===== config.mk =====
export PLATFORM = sky130hd
export DESIGN_NAME = gnt_predict
export DESIGN_NICKNAME = d
export VERILOG_FILES = /design/src/rtl/gep_pkg.sv /design/src/rtl/gnt_req_decode.sv /design/src/rtl/gnt_abort_net.sv /design/src/rtl/gnt_next_set.sv /design/src/rtl/gnt_rr_sched.sv /design/src/rtl/gnt_predict.sv
export SDC_FILE = /design/constraint.sdc
export NUM_CORES = 1
export LEC_CHECK = 0
export BUFFER_PORTS_ARGS = -buffer_cell sky130_fd_sc_hd__buf_2
export CORE_MARGIN = 2
export CORE_UTILIZATION = 58
export DETAILED_ROUTE_END_ITERATION = 6
export PLACE_DENSITY = 0.92
export SLEW_MARGIN = 0
export SYNTH_ARGS = -nofsm -noshare
export SYNTH_HDL_FRONTEND = slang
export SYNTH_SLANG_ARGS = --single-unit

===== constraint.sdc =====
create_clock -name clk -period 3.4 [get_ports clk]
set_input_delay 0.68 -clock clk [delete_from_list [all_inputs] [get_ports clk]]
set_output_delay 0.68 -clock clk [all_outputs]
set_load 0.01 [all_outputs]

===== src/rtl/gep_pkg.sv =====
package gep_pkg;

   typedef enum logic {
      NEXT_ALL_CUR   = 1'b0,
      NEXT_ACCURATE  = 1'b1
   } next_mode_e;

   function automatic int unsigned idx_w(input int unsigned n);
      return (n < 2) ? 1 : $clog2(n);
   endfunction

endpackage


===== src/rtl/gnt_req_decode.sv =====
module gnt_req_decode #(
   parameter int unsigned NUM_IN  = 4,
   parameter int unsigned NUM_RES = 4,
   parameter int unsigned RES_W   = 2
) (
   input  logic [NUM_IN-1:0]               buf_vld_i,
   input  logic [NUM_IN*RES_W-1:0]         buf_res_i,
   input  logic [NUM_IN-1:0]               hold_i,
   input  logic [NUM_IN-1:0]               new_vld_i,
   input  logic [NUM_IN*RES_W-1:0]         new_res_i,
   output logic [NUM_RES-1:0][NUM_IN-1:0]  req_mat_o,
   output logic [NUM_RES-1:0][NUM_IN-1:0]  new_mat_o,
   output logic [NUM_RES-1:0][NUM_IN-1:0]  buf_mat_o,
   output logic [NUM_IN-1:0]               new_ok_o
);

   for (genvar i = 0; i < NUM_IN; i++) begin : g_in
      logic             from_buf;
      logic             from_new;
      logic [RES_W-1:0] b_res;
      logic [RES_W-1:0] n_res;
      logic [RES_W-1:0] c_res;

      assign b_res    = buf_res_i[i*RES_W +: RES_W];
      assign n_res    = new_res_i[i*RES_W +: RES_W];
      assign from_buf = buf_vld_i[i] & ~hold_i[i];
      assign from_new = ~buf_vld_i[i] & new_vld_i[i];
      assign c_res    = buf_vld_i[i] ? b_res : n_res;
      assign new_ok_o[i] = from_new;

      for (genvar r = 0; r < NUM_RES; r++) begin : g_res
         assign req_mat_o[r][i] = (from_buf | from_new) && (c_res == RES_W'(r));
         assign new_mat_o[r][i] = from_new && (n_res == RES_W'(r));
         assign buf_mat_o[r][i] = buf_vld_i[i] && (b_res == RES_W'(r));
      end
   end

endmodule


===== src/rtl/gnt_abort_net.sv =====
module gnt_abort_net #(
   parameter int unsigned NUM_IN  = 4,
   parameter int unsigned NUM_RES = 4,
   parameter int unsigned RES_W   = 2
) (
   input  logic [NUM_IN-1:0]        new_ok_i,
   input  logic [NUM_IN*RES_W-1:0]  new_res_i,
   input  logic [NUM_RES-1:0]       spec_q_i,
   output logic [NUM_RES-1:0]       abort_o
);

   localparam int unsigned NUM_PAIRS = NUM_IN * (NUM_IN - 1) / 2;

   logic [NUM_PAIRS-1:0]            pair_hit;
   logic [NUM_PAIRS-1:0][RES_W-1:0] pair_res;
   logic [NUM_RES-1:0]              collide;

   for (genvar i = 0; i < NUM_IN; i++) begin : g_a
      for (genvar j = i + 1; j < NUM_IN; j++) begin : g_b
         localparam int unsigned K = i * NUM_IN - (i * (i + 1)) / 2 + (j - i - 1);
         assign pair_hit[K] = new_ok_i[i] & new_ok_i[j] &
                              (new_res_i[i*RES_W +: RES_W] == new_res_i[j*RES_W +: RES_W]);
         assign pair_res[K] = new_res_i[i*RES_W +: RES_W];
      end
   end

   always_comb begin
      collide = '0;
      for (int k = 0; k < NUM_PAIRS; k++) begin
         for (int r = 0; r < NUM_RES; r++) begin
            if (pair_hit[k] && (pair_res[k] == RES_W'(r))) collide[r] = 1'b1;
         end
      end
   end

   assign abort_o = collide & spec_q_i;

endmodule


===== src/rtl/gnt_next_set.sv =====
module gnt_next_set #(
   parameter int unsigned          NUM_IN    = 4,
   parameter int unsigned          NUM_RES   = 4,
   parameter gep_pkg::next_mode_e  NEXT_MODE = gep_pkg::NEXT_ACCURATE
) (
   input  logic [NUM_RES-1:0][NUM_IN-1:0] buf_mat_i,
   input  logic [NUM_RES-1:0][NUM_IN-1:0] req_mat_i,
   input  logic [NUM_RES-1:0][NUM_IN-1:0] new_mat_i,
   input  logic [NUM_RES-1:0][NUM_IN-1:0] grant_mat_i,
   output logic [NUM_RES-1:0][NUM_IN-1:0] nxt_mat_o
);

   logic [NUM_RES-1:0][NUM_IN-1:0] keep;

   if (NEXT_MODE == gep_pkg::NEXT_ACCURATE) begin : g_accurate
      assign keep = ~(new_mat_i & grant_mat_i);
   end else begin : g_all_cur
      assign keep = '1;
   end

   assign nxt_mat_o = buf_mat_i | (req_mat_i & keep);

endmodule


===== src/rtl/gnt_rr_sched.sv =====
module gnt_rr_sched #(
   parameter int unsigned NUM_IN  = 4,
   parameter int unsigned NUM_RES = 4
) (
   input  logic                          clk,
   input  logic                          rst_n,
   input  logic [NUM_RES-1:0][NUM_IN-1:0] nxt_mat_i,
   output logic [NUM_RES-1:0][NUM_IN-1:0] en_q_o,
   output logic [NUM_RES-1:0]            spec_q_o
);

   localparam int unsigned IDX_W = gep_pkg::idx_w(NUM_IN);

   for (genvar r = 0; r < NUM_RES; r++) begin : g_res
      logic [IDX_W-1:0]  ptr_q;
      logic [IDX_W-1:0]  ptr_d;
      logic [NUM_IN-1:0] upper;
      logic [NUM_IN-1:0] pick;
      logic [IDX_W-1:0]  win;
      logic [NUM_IN-1:0] cand;

      always_comb begin
         for (int k = 0; k < NUM_IN; k++) upper[k] = (IDX_W'(k) >= ptr_q);
         cand = ((nxt_mat_i[r] & upper) != '0) ? (nxt_mat_i[r] & upper) : nxt_mat_i[r];
         pick = cand & (~cand + NUM_IN'(1));
         win  = '0;
         for (int k = 0; k < NUM_IN; k++) begin
            if (pick[k]) win = IDX_W'(k);
         end
         ptr_d = (win == IDX_W'(NUM_IN - 1)) ? '0 : win + IDX_W'(1);
      end

      always_ff @(posedge clk) begin
         if (!rst_n) begin
            en_q_o[r]   <= '1;
            spec_q_o[r] <= 1'b1;
            ptr_q       <= '0;
         end else if (nxt_mat_i[r] != '0) begin
            en_q_o[r]   <= pick;
            spec_q_o[r] <= 1'b0;
            ptr_q       <= ptr_d;
         end else begin
            en_q_o[r]   <= '1;
            spec_q_o[r] <= 1'b1;
         end
      end
   end

endmodule


===== src/rtl/gnt_predict.sv =====
module gnt_predict #(
   parameter int unsigned          NUM_IN    = 4,
   parameter int unsigned          NUM_RES   = 4,
   parameter gep_pkg::next_mode_e  NEXT_MODE = gep_pkg::NEXT_ACCURATE,
   parameter int unsigned          RES_W     = gep_pkg::idx_w(NUM_RES)
) (
   input  logic                      clk,
   input  logic                      rst_n,
   input  logic [NUM_IN-1:0]         buf_vld_i,
   input  logic [NUM_IN*RES_W-1:0]   buf_res_i,
   input  logic [NUM_IN-1:0]         hold_i,
   input  logic [NUM_IN-1:0]         new_vld_i,
   input  logic [NUM_IN*RES_W-1:0]   new_res_i,
   output logic [NUM_IN-1:0]         grant_o,
   output logic [NUM_RES-1:0]        abort_o
);

   if (NUM_IN < 2) begin : g_bad_in
      $error("gnt_predict: NUM_IN must be at least 2");
   end
   if (NUM_RES < 1) begin : g_bad_res
      $error("gnt_predict: NUM_RES must be at least 1");
   end
   if (RES_W < gep_pkg::idx_w(NUM_RES)) begin : g_bad_w
      $error("gnt_predict: RES_W too narrow for NUM_RES");
   end

   logic [NUM_RES-1:0][NUM_IN-1:0] req_mat;
   logic [NUM_RES-1:0][NUM_IN-1:0] new_mat;
   logic [NUM_RES-1:0][NUM_IN-1:0] buf_mat;
   logic [NUM_RES-1:0][NUM_IN-1:0] grant_mat;
   logic [NUM_RES-1:0][NUM_IN-1:0] nxt_mat;
   logic [NUM_RES-1:0][NUM_IN-1:0] en_q;
   logic [NUM_RES-1:0]             spec_q;
   logic [NUM_IN-1:0]              new_ok;

   gnt_req_decode #(.NUM_IN(NUM_IN), .NUM_RES(NUM_RES), .RES_W(RES_W)) u_dec (
      .buf_vld_i (buf_vld_i),
      .buf_res_i (buf_res_i),
      .hold_i    (hold_i),
      .new_vld_i (new_vld_i),
      .new_res_i (new_res_i),
      .req_mat_o (req_mat),
      .new_mat_o (new_mat),
      .buf_mat_o (buf_mat),
      .new_ok_o  (new_ok)
   );

   gnt_abort_net #(.NUM_IN(NUM_IN), .NUM_RES(NUM_RES), .RES_W(RES_W)) u_abort (
      .new_ok_i  (new_ok),
      .new_res_i (new_res_i),
      .spec_q_i  (spec_q),
      .abort_o   (abort_o)
   );

   for (genvar r = 0; r < NUM_RES; r++) begin : g_gnt
      assign grant_mat[r] = req_mat[r] & en_q[r] & {NUM_IN{~abort_o[r]}};
   end

   always_comb begin
      grant_o = '0;
      for (int r = 0; r < NUM_RES; r++) grant_o |= grant_mat[r];
   end

   gnt_next_set #(.NUM_IN(NUM_IN), .NUM_RES(NUM_RES), .NEXT_MODE(NEXT_MODE)) u_next (
      .buf_mat_i   (buf_mat),
      .req_mat_i   (req_mat),
      .new_mat_i   (new_mat),
      .grant_mat_i (grant_mat),
      .nxt_mat_o   (nxt_mat)
   );

   gnt_rr_sched #(.NUM_IN(NUM_IN), .NUM_RES(NUM_RES)) u_sched (
      .clk       (clk),
      .rst_n     (rst_n),
      .nxt_mat_i (nxt_mat),
      .en_q_o    (en_q),
      .spec_q_o  (spec_q)
   );

endmodule


=== Word-level counts from Yosys, hierarchy flattened ===
Cells that the tools add are included.

* Flip-flop bits (word level): 28
* Input bits: 30
* Output and inout port bits: 8
* Word-level logic and storage cells: 294

* $add $sub $neg: 8
* Magnitude comparators: 16
* Eq/ne operators: 46
* Mux-type cells: 52
* Bitwise gates (word level): 64
* Reductions and logical operators: 96

{| class="wikitable"
|+ Operators by type and width
! operator !! count
|-
| logical AND 1 bit || 72
|-
| bitwise AND 4 bit || 17
|-
| equality test 2 bit, second input constant || 28
|-
| bitwise AND 16 bit || 2
|-
| 2-to-1 mux 1 bit || 32
|-
| 2-to-1 mux 2 bit || 16
|-
| nonzero test 4 bit || 8
|-
| equality test 2 x 1 -> 1 bit, second input constant || 12
|-
| logical NOT 2 bit || 12
|-
| bitwise AND 1 bit || 20
|-
| adder 4 x 1 -> 4 bit, second input constant || 4
|-
| >= comparator 1 x 2 -> 1 bit, first input constant || 8
|-
| >= comparator 2 bit, first input constant || 8
|-
| 2-to-1 mux 4 bit || 4
|-
| NOT 16 bit || 1
|-
| NOT 4 bit || 4
|-
| OR 16 bit || 1
|-
| equality test 2 bit || 6
|-
| NOT 1 bit || 12
|-
| OR 4 bit || 3
|-
| adder 2 x 1 -> 2 bit, second input constant || 4
|-
| AND reduction 2 bit || 4
|-
| OR 1 bit || 4
|}

=== Longest topological paths before layout ===
Gate-level depths: netlist of run 1.

* Word-level depth: 29
* Mapped depth: 10
* Gate-level depth less buffers: 8

=== Hierarchy ===
A second synthesis of run 1 with hierarchy kept.

* Cell total of the unflattened synthesis: 352
* Area, all modules: 2567.5 µm²

{| class="wikitable"
|+ Modules (own cells, without submodules)
! module !! times used !! cells an instance !! area each (µm²) !! seq. area each (µm²)
|-
| gnt_rr_sched || 1 || 150 || 1300.0 || 560.5
|-
| gnt_req_decode || 1 || 83 || 525.5 || 0.0
|-
| gnt_abort_net || 1 || 51 || 356.6 || 0.0
|-
| gnt_predict || 1 || 36 || 205.2 || 0.0
|-
| gnt_next_set || 1 || 32 || 180.2 || 0.0
|}

=== Least setup slack after synthesis of run 1 ===
No wires, ideal clock.

* Path type: input port to output port
* Start point: input port new_res_i[2]
* End point: output port grant_o[1]
* Arrival time: 2.380 ns
* Data required time: 2.720 ns
* Path slack: 0.340 ns
* Cell stages on the path: 10
* Path buffers: 3
* Cells stage by stage: buf_6 xor2_1 or3_1 buf_6 a21oi_1 or2_2 clkbuf_1 nor2_1 a31oi_1 o2bb2ai_1

* Cells in the longest elaborated chain, start to end: 15
* Elaborated cells between the ends (all ways): 71
* Those cells by class: 9 x eq/ne; 25 x mux; 19 x bitwise; 18 x reduce/logical

{| class="wikitable"
|+ RTL lines
! item !! RTL line !! text
|-
| start: declaration || gnt_predict.sv:13 || <nowiki>input logic [NUM_IN*RES_W-1:0] new_res_i,</nowiki>
|-
| equality test 2 bit || gnt_abort_net.sv:22 || <nowiki>(new_res_i[i*RES_W +: RES_W] == new_res_i[j*RES_W +: RES_W]);</nowiki>
|-
| bitwise AND 1 bit || gnt_abort_net.sv:21 || <nowiki>assign pair_hit[K] = new_ok_i[i] & new_ok_i[j] &</nowiki>
|-
| logical AND 1 bit || gnt_abort_net.sv:31 || <nowiki>if (pair_hit[k] && (pair_res[k] == RES_W'(r))) collide[r] = 1'b1;</nowiki>
|-
| 2-to-1 mux 1 bit (4 in series) || gnt_abort_net.sv:31 ||
|-
| 2-to-1 mux 1 bit (*) (2 in series) || gnt_abort_net.sv:31 ||
|-
| bitwise AND 4 bit (*) || gnt_abort_net.sv:36 || <nowiki>assign abort_o = collide & spec_q_i;</nowiki>
|-
| via abort_o[0] || gnt_predict.sv:15 || <nowiki>output logic [NUM_RES-1:0] abort_o</nowiki>
|-
| NOT 1 bit (*) || gnt_predict.sv:57 || <nowiki>assign grant_mat[r] = req_mat[r] & en_q[r] & {NUM_IN{~abort_o[r]}};</nowiki>
|-
| bitwise AND 4 bit (*) || gnt_predict.sv:57 ||
|-
| OR 4 bit (*) (3 in series) || gnt_predict.sv:62 || <nowiki>for (int r = 0; r < NUM_RES; r++) grant_o |= grant_mat[r];</nowiki>
|-
| end: declaration || gnt_predict.sv:14 || <nowiki>output logic [NUM_IN-1:0] grant_o,</nowiki>
|}

The timed path passes the listed nets; every way through them passes the cells marked *.

=== Final worst setup path of run 1 ===
* Start point: input port buf_vld_i[3]
* End point: output port grant_o[3]

* Cells in the longest elaborated chain, start to end: 15
* Elaborated cells between the ends (all ways): 63
* Those cells by class: 3 x eq/ne; 17 x mux; 26 x bitwise; 17 x reduce/logical

{| class="wikitable"
|+ RTL lines
! item !! RTL line !! text
|-
| start: declaration || gnt_predict.sv:9 || <nowiki>input logic [NUM_IN-1:0] buf_vld_i,</nowiki>
|-
| NOT 1 bit || gnt_req_decode.sv:27 || <nowiki>assign from_new = ~buf_vld_i[i] & new_vld_i[i];</nowiki>
|-
| bitwise AND 1 bit || gnt_req_decode.sv:27 ||
|-
| bitwise AND 1 bit (2 in series) || gnt_abort_net.sv:21 ||
|-
| logical AND 1 bit || gnt_abort_net.sv:31 ||
|-
| 2-to-1 mux 1 bit (4 in series) || gnt_abort_net.sv:31 ||
|-
| bitwise AND 4 bit || gnt_abort_net.sv:36 ||
|-
| NOT 1 bit || gnt_predict.sv:57 ||
|-
| bitwise AND 4 bit || gnt_predict.sv:57 ||
|-
| OR 4 bit (2 in series) || gnt_predict.sv:62 ||
|-
| OR 4 bit (*) || gnt_predict.sv:62 ||
|}

Mark *: on every way between the ends. The rest lies on a longest branch, timed or not.

==> impl_metrics.toml, run 1 <==
[floorplanning]
core_mm2 = 0.00441
core.rowCount = 24
floorplan.initialDensity_pct = 61.4
die_w_um = 72.4
die_h_um = 72.4
io_pins = 38
die_area_mm2 = 0.00524

[sta]
period_needed_ps = 3280
skew_ps = 6.82
timing.slew.headroom_pct = 59.0
worstMarginPinSlew_ps = 611
min_period_over_period_pct = 96.6
max_freq_ghz = 0.304
rsz0062_at_grt = "false"
hold_viol_final = 0
setup_slack_ps = 115
fin_setup_tns_ps = 0
setup_viol = 0
finalMaxSlewViolations = 0

[setup_path]
critPathLaunchType = "input port"
critical_path_peak_fanout = 13
crit_type = "in -> out"
cpMaxStageDelayCell = "nor4bb_1"
required_ps = 2720
critPathCaptureType = "primary output"
path_common_cell = "buf_4"
cpPeakStageDelay_ps = 330
cp.arrival_ps = 2600
cp_cell_sequence = "buf_2 > buf_4 > nor4bb_1 > buf_4 > a21oi_2 > o21ai_2 > o21ai_0 > nor2_1 > buf_4 > o22a_1 > o22ai_1 > buf_2"

[layout]
area_growth_pct = 11.6
antenna_cells = 0
instances_no_fill = 452
nets = 431
drive_gt1_share_pct = 21.0
final_area_mm2 = 0.00303
finish.utilization_pct = 68.5

[grt]
grt_pass1_wl_mm = 13.5
grt_usage_pct = 32.0
grt_pass1_vias = 2887
grt_max_degree = 16
grt_overflow_total = 0
antenna_found_initial = 0

[route]
drt_iter0_drc = 452
wl_per_cell_um = 18.3
drc = 0
antenna_left = 0
vias = 3233
finalWirelength_mm = 8.25
first_pass_iters = 6
drt-vias-per-instance = 7.15

[synth]
synth-seq-cells = 28
synth_top_cell_by_area = "dfxtp_1"
synth_edf_count = 0
synth_top_cells_by_area = "dfxtp_1, o21ai_0, nand2_1"
syn-num-nets = 392
ys.flop_type = "dfxtp_1"
postSynthCellCount = 362
synth_most_common_cell = "o21ai_0"
synth.avg_cell_area_um2 = 7.49
synthTopCellsByCount = "o21ai_0, nand2_1, dfxtp_1, inv_1, nor2_1"
syn_area_mm2 = 0.00271
async_flop_share_pct = 0
yosysTopAreaCellShare_pct = 20.7
yosysSeqAreaShare_pct = 20.7
synth_cell_types = 78
yosysWarnings = 0

[run_status]
outcome = "finished clean"

[placed_design]
portBuffers = 37
gp_congestion = 0.969
place_ws_ps = 71.2
hpwl_mm = 6.44
place_inst = 448
placed_cell_area_mm2 = 0.00296

[run]
drv_cap = 0

[pwr]
p_leak_nw = 1.25
p_per_area_mw_per_mm2 = 307
max-vdd-ir-drop_mv = 0.209

[min_path]
hold_path_class = "reg -> reg"

[clock_network]
cts-root-buf = "clkbuf_8"
cts_max_level = 1
clockBufferDepth = 2
clock_sinks = 28
clk_latency_ps = 280
clk_pin_slew_worst_paths_ps = 90
post_cts_buffers = 0
numCtsBuffers = 3
cts_tree = "done"
## cells by family after synthesis
logic type	after synthesis	share of synthesized area [%]
multiplexers	4	1.52
adder cells (fa/ha/maj)	1	0.369
flip-flops	28	20.7
buffers and inverters	43	7.38
AO/OA/AOI/OAI	145	38.4
AND/OR/NAND/NOR	137	30.4
XOR/XNOR	4	1.29
## timing repair
item / 4_1_cts / 5_1_grt
resized for setup: 0 / 4
setup endpoints to repair: 0 / 4
hold buffers: 0 / 0
## per-layer routing
layer  GRT usage (%)  wire [µm]
met1            45.1       3410
met2            52.0       3720
met4            8.02        164
met3            3.89        950
met5               0          0
## flip-flops by register name, indices dropped and copies added (netlist names)
name,flops
u_sched.g_res.ptr_q,8
u_sched.spec_q_o,4
u_sched.en_q_o,16
## layout make-up
cell class                 instances  area (µm²)
sequential                        28         561
inverter                          28         105
timing repair buffer              49         275
clock buffer                       4        55.1
fill                             376        1390
multi-input combinational        291        1960
tap                               52        65.1
## through the flow
stage	hold WS (ps)	power, mW
6_report	546	0.929
5_1_grt	594	0.978
4_1_cts	542	0.916
3_5_place_dp	529	0.714
3_3_place_gp	510	0.702
2_1_floorplan	485	0.621
## cells in the final DEF (no fill, tap or decap), types with 4 or more instances in the layout
| cell type | Yosys | final |
|---|---|---|
| o21ai_0 | 34 | 33 |
| nor3b_1 | 6 | 6 |
| o32ai_1 | 5 | 5 |
| inv_1 | 28 | 28 |
| dfxtp_1 | 28 | 28 |
| o211ai_1 | 4 | 4 |
| nand3_1 | 14 | 14 |
| clkbuf_8 | 0 | 4 |
| nor2_1 | 16 | 16 |
| o21ai_1 | 5 | 5 |
| nand2b_1 | 9 | 9 |
| nor4_1 | 5 | 5 |
| nand4b_1 | 4 | 4 |
| nor3_1 | 6 | 6 |
| a21oi_1 | 15 | 15 |
| a22oi_1 | 5 | 5 |
| and2_1 | 4 | 4 |
| nand2_1 | 29 | 29 |
| buf_4 | 3 | 12 |
| nand4_1 | 4 | 4 |
| and3_1 | 5 | 5 |
| o21a_1 | 6 | 6 |
| buf_2 | 4 | 37 |
| o31ai_1 | 6 | 6 |
| a31oi_1 | 6 | 6 |
| or2_2 | 4 | 4 |
| o22a_1 | 4 | 4 |
| o22ai_1 | 14 | 14 |
| xor2_1 | 4 | 4 |
## worst paths after layout
| path | startpoint | end | slack, ps | cells after the start |
|---|---|---|---|---|
| hold reg to reg | u_sched.g_res[3].ptr_q[1] | u_sched.g_res[3].ptr_q[1] | 550 | 2 |
| setup reg to reg | u_sched.spec_q_o[0] | u_sched.g_res[0].ptr_q[0] | 1450 | 6 |
| setup / recovery | buf_vld_i[3] | grant_o[3] | 120 | 12 |
| hold / removal | u_sched.g_res[3].ptr_q[1] | u_sched.g_res[3].ptr_q[1] | 550 | 2 |
## worst max-delay path, delay by kind of cell
family | cells | cell delay (ps)
compound gates | 5 | 690
buf+inv | 5 | 780
simple gates | 2 | 450
## where the power goes
group          total [mW]  leakage, nW  switching (mW)  internal (mW)
Combinational       0.316        0.992           0.185          0.131
Clock               0.208       0.0288           0.105          0.104
Sequential          0.405        0.233          0.0409          0.364
Total               0.929         1.25           0.330          0.599
(Power assumes the default switching activity.)
==> run 2, diff against run 1 <==
- ABC_AREA: default -> 1
- CORE_MARGIN: 2 -> default
- CORE_UTILIZATION: 58 -> 57
- GPL_ROUTABILITY_DRIVEN: default -> 0
- PLACE_DENSITY: 0.92 -> 0.91
==> run 2 against run 1 <==
  * Combinational power decreased by 2%
  * Synthesized cell count increased by 12%
  * Global-route usage decreased by 2.9 points
  * Sequential power about the same
  * Register-to-register slack improved by 500 ps
  * Maximum frequency increased by 20%
  * Via count decreased by 18%
  * Largest power group unchanged
  * Clock-buffer cell count unchanged
  * Hold slack got worse by 76 ps
==> impl_metrics.toml, run 2 <==
[layout]
regMostFlops = "u_sched.en_q_o"
drive_gt1_share_pct = 25.5
fill_cells = 358
reg_top3 = "u_sched.en_q_o x16, u_sched.g_res.ptr_q x8, u_sched.spec_q_o x4"
antenna_cells = 0
nets = 471
instances_no_fill = 490
final_cell_mix = "nand2_1, nand3_1, nor2_1, inv_1, buf_2"
ff_latch_area_um2 = 561
multiInputGateArea_mm2 = 0.00166
largest_reg_flops = 16
final_common_cell = "nand2_1"
area_growth_pct = 10.8

[sta]
timing.slew.headroom_pct = 74.5
finalMaxSlewViolations = 0
period_needed_ps = 2730
skew_ps = 5.16
max_freq_ghz = 0.366
fin_setup_tns_ps = 0
setup_viol = 0
rsz0062_at_grt = "false"
hold_viol_final = 0
worstMarginPinSlew_ps = 380
min_period_over_period_pct = 80.4

[run_status]
outcome = "finished clean"

[route]
drt_iter0_drc = 229
top_layer = "met4"
drc = 0
wl_met1_mm = 2.66
finalWirelength_mm = 6.15
dr_wl_met2_mm = 2.80
first_pass_iters = 5
vias = 2664
wl_per_cell_um = 12.6
drt-vias-per-instance = 5.44
antenna_left = 0
wl_met3_um = 428

[setup_path]
crit_type = "in -> out"
critical_path_peak_fanout = 8
cpPeakStageDelay_ps = 300
critPathCaptureType = "primary output"
cp.arrival_ps = 2050
cp_cell_sequence = "buf_2 > inv_2 > nand2_2 > nor3_1 > a21oi_1 > nand2_1 > nand2_2 > nand3_1 > nand4_1 > buf_2"
critPathLaunchType = "input port"
required_ps = 2720
cpMaxStageDelayCell = "nor3_1"

[synth]
synth_most_common_cell = "nand2_1"
synth_cell_types = 24
synth.avg_cell_area_um2 = 6.05
async_flop_share_pct = 0
synth_edf_count = 0
ys.flop_type = "dfxtp_1"
syn_area_mm2 = 0.00244
yosysWarnings = 0
yosysSeqAreaShare_pct = 22.9
synthTopCellsByCount = "nand2_1, nand3_1, inv_1, nor2_1, dfxtp_1"
yosysTopAreaCellShare_pct = 22.9
syn-num-nets = 434
synth_top_cell_by_area = "dfxtp_1"
postSynthCellCount = 404
synth_top_cells_by_area = "dfxtp_1, nand2_1, nand3_1"
synth-seq-cells = 28

[clock_network]
cts_hold_buffers = 0
post_cts_buffers = 0
clockBufferDepth = 2
cts_resized = 0
clock_sinks = 28
numCtsBuffers = 3
clk_latency_ps = 270
clk_pin_slew_worst_paths_ps = 100
cts_tree = "done"
cts_max_level = 1
cts-root-buf = "clkbuf_8"

[pwr]
max-vdd-ir-drop_mv = 0.249
p_leak_nw = 1.41
p_per_area_mw_per_mm2 = 338

[run]
drv_cap = 0

[grt]
antenna_found_initial = 0
grt_pass1_wl_mm = 10.1
grt_usage_pct = 29.1
grt_max_degree = 16
grt_pass1_vias = 2398
grt_overflow_total = 0

[floorplanning]
die_area_mm2 = 0.00455
core_mm2 = 0.00406
io_pins = 38
die_h_um = 67.5
floorplan.initialDensity_pct = 60.3
die_w_um = 67.5
core.rowCount = 23

[min_path]
hold_path_class = "reg -> reg"

[placed_design]
place_inst = 486
hpwl_mm = 5.08
portBuffers = 37
[run 2: changes by cell type after synthesis, sizes merged, moves of 7 or more]
cell / before / now
o21ai: 40 / 26
nand2: 30 / 142
nand3: 14 / 61
o31ai: 7 / 0
o22ai: 14 / 0
inv: 28 / 50
nand2b: 9 / 0
a31oi: 7 / 0
nor2: 17 / 50
[run 2: cells by family after synthesis]
| kind of cell | synth area share [%] |
|---|---|
| DFF | 22.9 |
| buffers and inverters | 9.31 |
| AOI/OAI and AO/OA | 11.9 |
| xor gates and xnor gates | 2.15 |
| and+or+nand+nor | 53.7 |
[run 2: final cells by class]
cell class / instances / share of cell area [%]
multi-input cells: 321 / 61.1
inverters: 50 / 7.02
flip-flops and latches: 28 / 20.7
repair buffers: 37 / 6.83
well taps: 50 / 2.31
clock buffers: 4 / 2.03
[run 2: stage by stage]
stage / hold WS, ps / power [mW] / setup WS, ps / util (%) / instance area (µm²)
after floorplan: 438 / 0.629 / 1060 / - / 2440
after global placement: 451 / 0.703 / 740 / 65.4 / 2660
after detailed placement: 454 / 0.714 / 722 / 65.4 / 2660
after CTS: 469 / 0.913 / 713 / 66.8 / 2710
after global routing: 516 / 0.976 / 543 / 66.8 / 2710
final: 470 / 0.917 / 668 / 66.8 / 2710
[run 2: critical path: cells and delay by family]
kind	cells	cell delay, ps
buffers and inverters	3	380
and+or+nand+nor	6	870
AOI/OAI and AO/OA	1	120
[run 2: report_power, final]
part,leakage [nW],switching (mW),internal [mW]
Combinational,1.15,0.199,0.110
Clock,0.0288,0.101,0.104
Sequential,0.234,0.0314,0.371
[run 2: final timing paths]
| kind | from | to | slack (ps) | cells after the start |
|---|---|---|---|---|
| hold / removal | u_sched.g_res[1].ptr_q[0] | u_sched.g_res[1].ptr_q[0] | 470 | 2 |
| setup reg to reg | u_sched.spec_q_o[1] | u_sched.g_res[1].ptr_q[0] | 1950 | 11 |
| setup / recovery | buf_vld_i[1] | grant_o[2] | 670 | 10 |
| hold reg to reg | u_sched.g_res[1].ptr_q[0] | u_sched.g_res[1].ptr_q[0] | 470 | 2 |
[run 2: metal layers]
layer  track usage, %  vias to the layer above
li1                 -                     1372
met1             36.5                     1165
met2             47.5                      103
met3             3.72                       24
met4             16.2                        0
met5                0                        -
==> run 3, diff against run 2 <==
- ABC_AREA: 1 -> 0
- CORE_UTILIZATION: 57 -> 53
- PLACE_DENSITY: 0.91 -> 0.89
- clock period: 3.4 -> 2.4 ns (I/O delays scaled with it)
==> run 3 against run 2 <==
  * Clock-buffer cell count shrank 1
  * Clock power grew 100%
  * Clock skew grew 0.62 ps
  * Global-route usage grew 13 points
  * Sequential cell count is the same
  * Hold slack gained 21 ps
  * Sequential power grew 46%
  * The flow now finishes with violations (DRC, setup timing)
  * Die area grew 19%
  * Sequential share of layout area shrank 6.8 points
  * Register-to-register slack lost 1700 ps
  * Final cell count grew 13%
  * Critical endpoint is now grant_o[3]
  * Critical path depth is the same
==> impl_metrics.toml, run 3 (synthesized netlist as in run 1, its figures left out) <==
[route]
wl_per_cell_um = 25.6
drc = 156
drt-vias-per-instance = 7.70
antenna_left = 0
vias = 4249
first_pass_iters = 7
drt_iter0_drc = 953
finalWirelength_mm = 14.1

[placed_design]
hpwl_mm = 7.56
portBuffers = 37
placed_cell_area_mm2 = 0.00357

[layout]
final_cell_mix = "buf_4, buf_2, dfxtp_1"
area_growth_pct = 49.1
antenna_cells = 0
reg_top3 = "u_sched.en_q_o x16, u_sched.g_res.ptr_q x8, u_sched.spec_q_o x4"
drive_gt1_share_pct = 42.1
final_common_cell = "buf_4"
largest_reg_flops = 16
regMostFlops = "u_sched.en_q_o"
final_area_mm2 = 0.00404
finish.utilization_pct = 83.9
nets = 516

[clock_network]
cts_hold_buffers = 0
cts_max_level = 1
clk_latency_ps = 300
clockBufferDepth = 2
clock_sinks = 28
cts_tree = "done"
cts-root-buf = "clkbuf_8"
numCtsBuffers = 3
clk_pin_slew_worst_paths_ps = 110

[sta]
hold_viol_final = 0
fin_hold_ws_ps = 491
min_period_over_period_pct = 120
fin_setup_tns_ps = -3710
rsz0062_at_grt = "true"
period_needed_ps = 2880
setup_slack_ps = -482
max_freq_ghz = 0.347
timing.slew.headroom_pct = 55.5
finalMaxSlewViolations = 0
setup_viol = 27
worstMarginPinSlew_ps = 668
skew_ps = 5.77

[setup_path]
crit_start = "new_res_i[4]"
required_ps = 1920
r2r_cells = 7
cpMaxStageDelayCell = "or3_4"
cp.arrival_ps = 2400
cpPeakStageDelay_ps = 460
critical_path_peak_fanout = 5
reg2reg_to = "u_sched.g_res[0].ptr_q[0]"
r2r_start = "u_sched.spec_q_o[0]"
reg2reg_slack_ps = 220
cp_cell_sequence = "buf_8 > xor2_1 > or3_4 > buf_4 > nand2_2 > o21ai_1 > nor2_2 > o22a_1 > o22ai_1 > buf_2"
critPathCaptureType = "primary output"
critPathLaunchType = "input port"
crit_type = "in -> out"

[pwr]
max-vdd-ir-drop_mv = 0.268
p_per_area_mw_per_mm2 = 413
p_leak_nw = 1.76

[min_path]
hold_path_class = "in -> reg"
hold_depth = 2
min_from = "rst_n"
min_to = "u_sched.en_q_o[3]"

[floorplanning]
die_h_um = 73.5
floorplan.initialDensity_pct = 56.3
core.rowCount = 25
die_area_mm2 = 0.00541
die_w_um = 73.5
io_pins = 38
core_mm2 = 0.00482

[grt]
antenna_found_initial = 0
grt_max_degree = 17
grt_usage_pct = 41.7
grt_pass1_vias = 3554
grt_overflow_total = 0
grt_pass1_wl_mm = 17.0

[run_status]
outcome = "finished, violations left"
failed_checks = "DRC, setup timing"

[run]
drv_cap = 0
-- run 3: cell count changes in the layout (fill, tap and decap cells not counted), sizes merged, moves of 9 or more --
cell / delta
nand2: -112
buf: +97
nand3: -47
nor2: -33
inv: -22
o21ai: +14
o22ai: +14
nand2b: +9
-- run 3: layout make-up --
class	count	area, µm²
Clock buffer	3	41.3
Sequential cell	28	561
Tap cell	67	83.8
Clock inverter	1	30.0
Timing Repair Buffer	134	1010
Inverter	28	105
Fill cell	260	773
Multi-Input combinational cell	291	2210
-- run 3: repair_timing --
action | in CTS | in global routing
setup buffers | 8 | 8
endpoints found under the setup margin | 8 | 18
gates cloned | 0 | 0
pin swaps | 12 | 25
resized for setup | 18 | 52
-- run 3: worst max path at each step --
stage / endpoint / slack [ps] / depth (start not counted)
detailed placement: grant_o[1] / -390 / 10
finish: grant_o[3] / -480 / 10
CTS: grant_o[3] / -190 / 11
global route: grant_o[3] / -650 / 10
floorplan: grant_o[1] / -20 / 10
global placement: grant_o[3] / -290 / 9
-- run 3: layer usage --
metal / wire [µm] / share of wire, % / global-route usage (%)
met1: 4370 / 31 / 50.3
met2: 5780 / 41 / 67.5
met3: 2320 / 16 / 9.74
met4: 1640 / 12 / 24.4
met5: 0 / 0 / 0
-- run 3: power by group --
group | switching, mW | internal, mW
Sequential | 0.0720 | 0.516
Clock | 0.189 | 0.225
Combinational | 0.375 | 0.292
Total | 0.636 | 1.03
-- run 3: metrics by stage --
step | power, mW | cells | setup WS (ps)
6_report | 1.67 | 552 | -482
5_1_grt | 1.70 | 552 | -646
4_1_cts | 1.51 | 544 | -190
3_5_place_dp | 1.10 | 533 | -390
3_3_place_gp | 1.08 | 533 | -290
2_1_floorplan | 0.892 | 362 | -22.9
-- run 3: critical path: cells and delay by family --
kind            cells  cell delay (ps)
simple gates        3              840
xor+xnor            1              180
compound gates      3              440
buf+inv             3              460
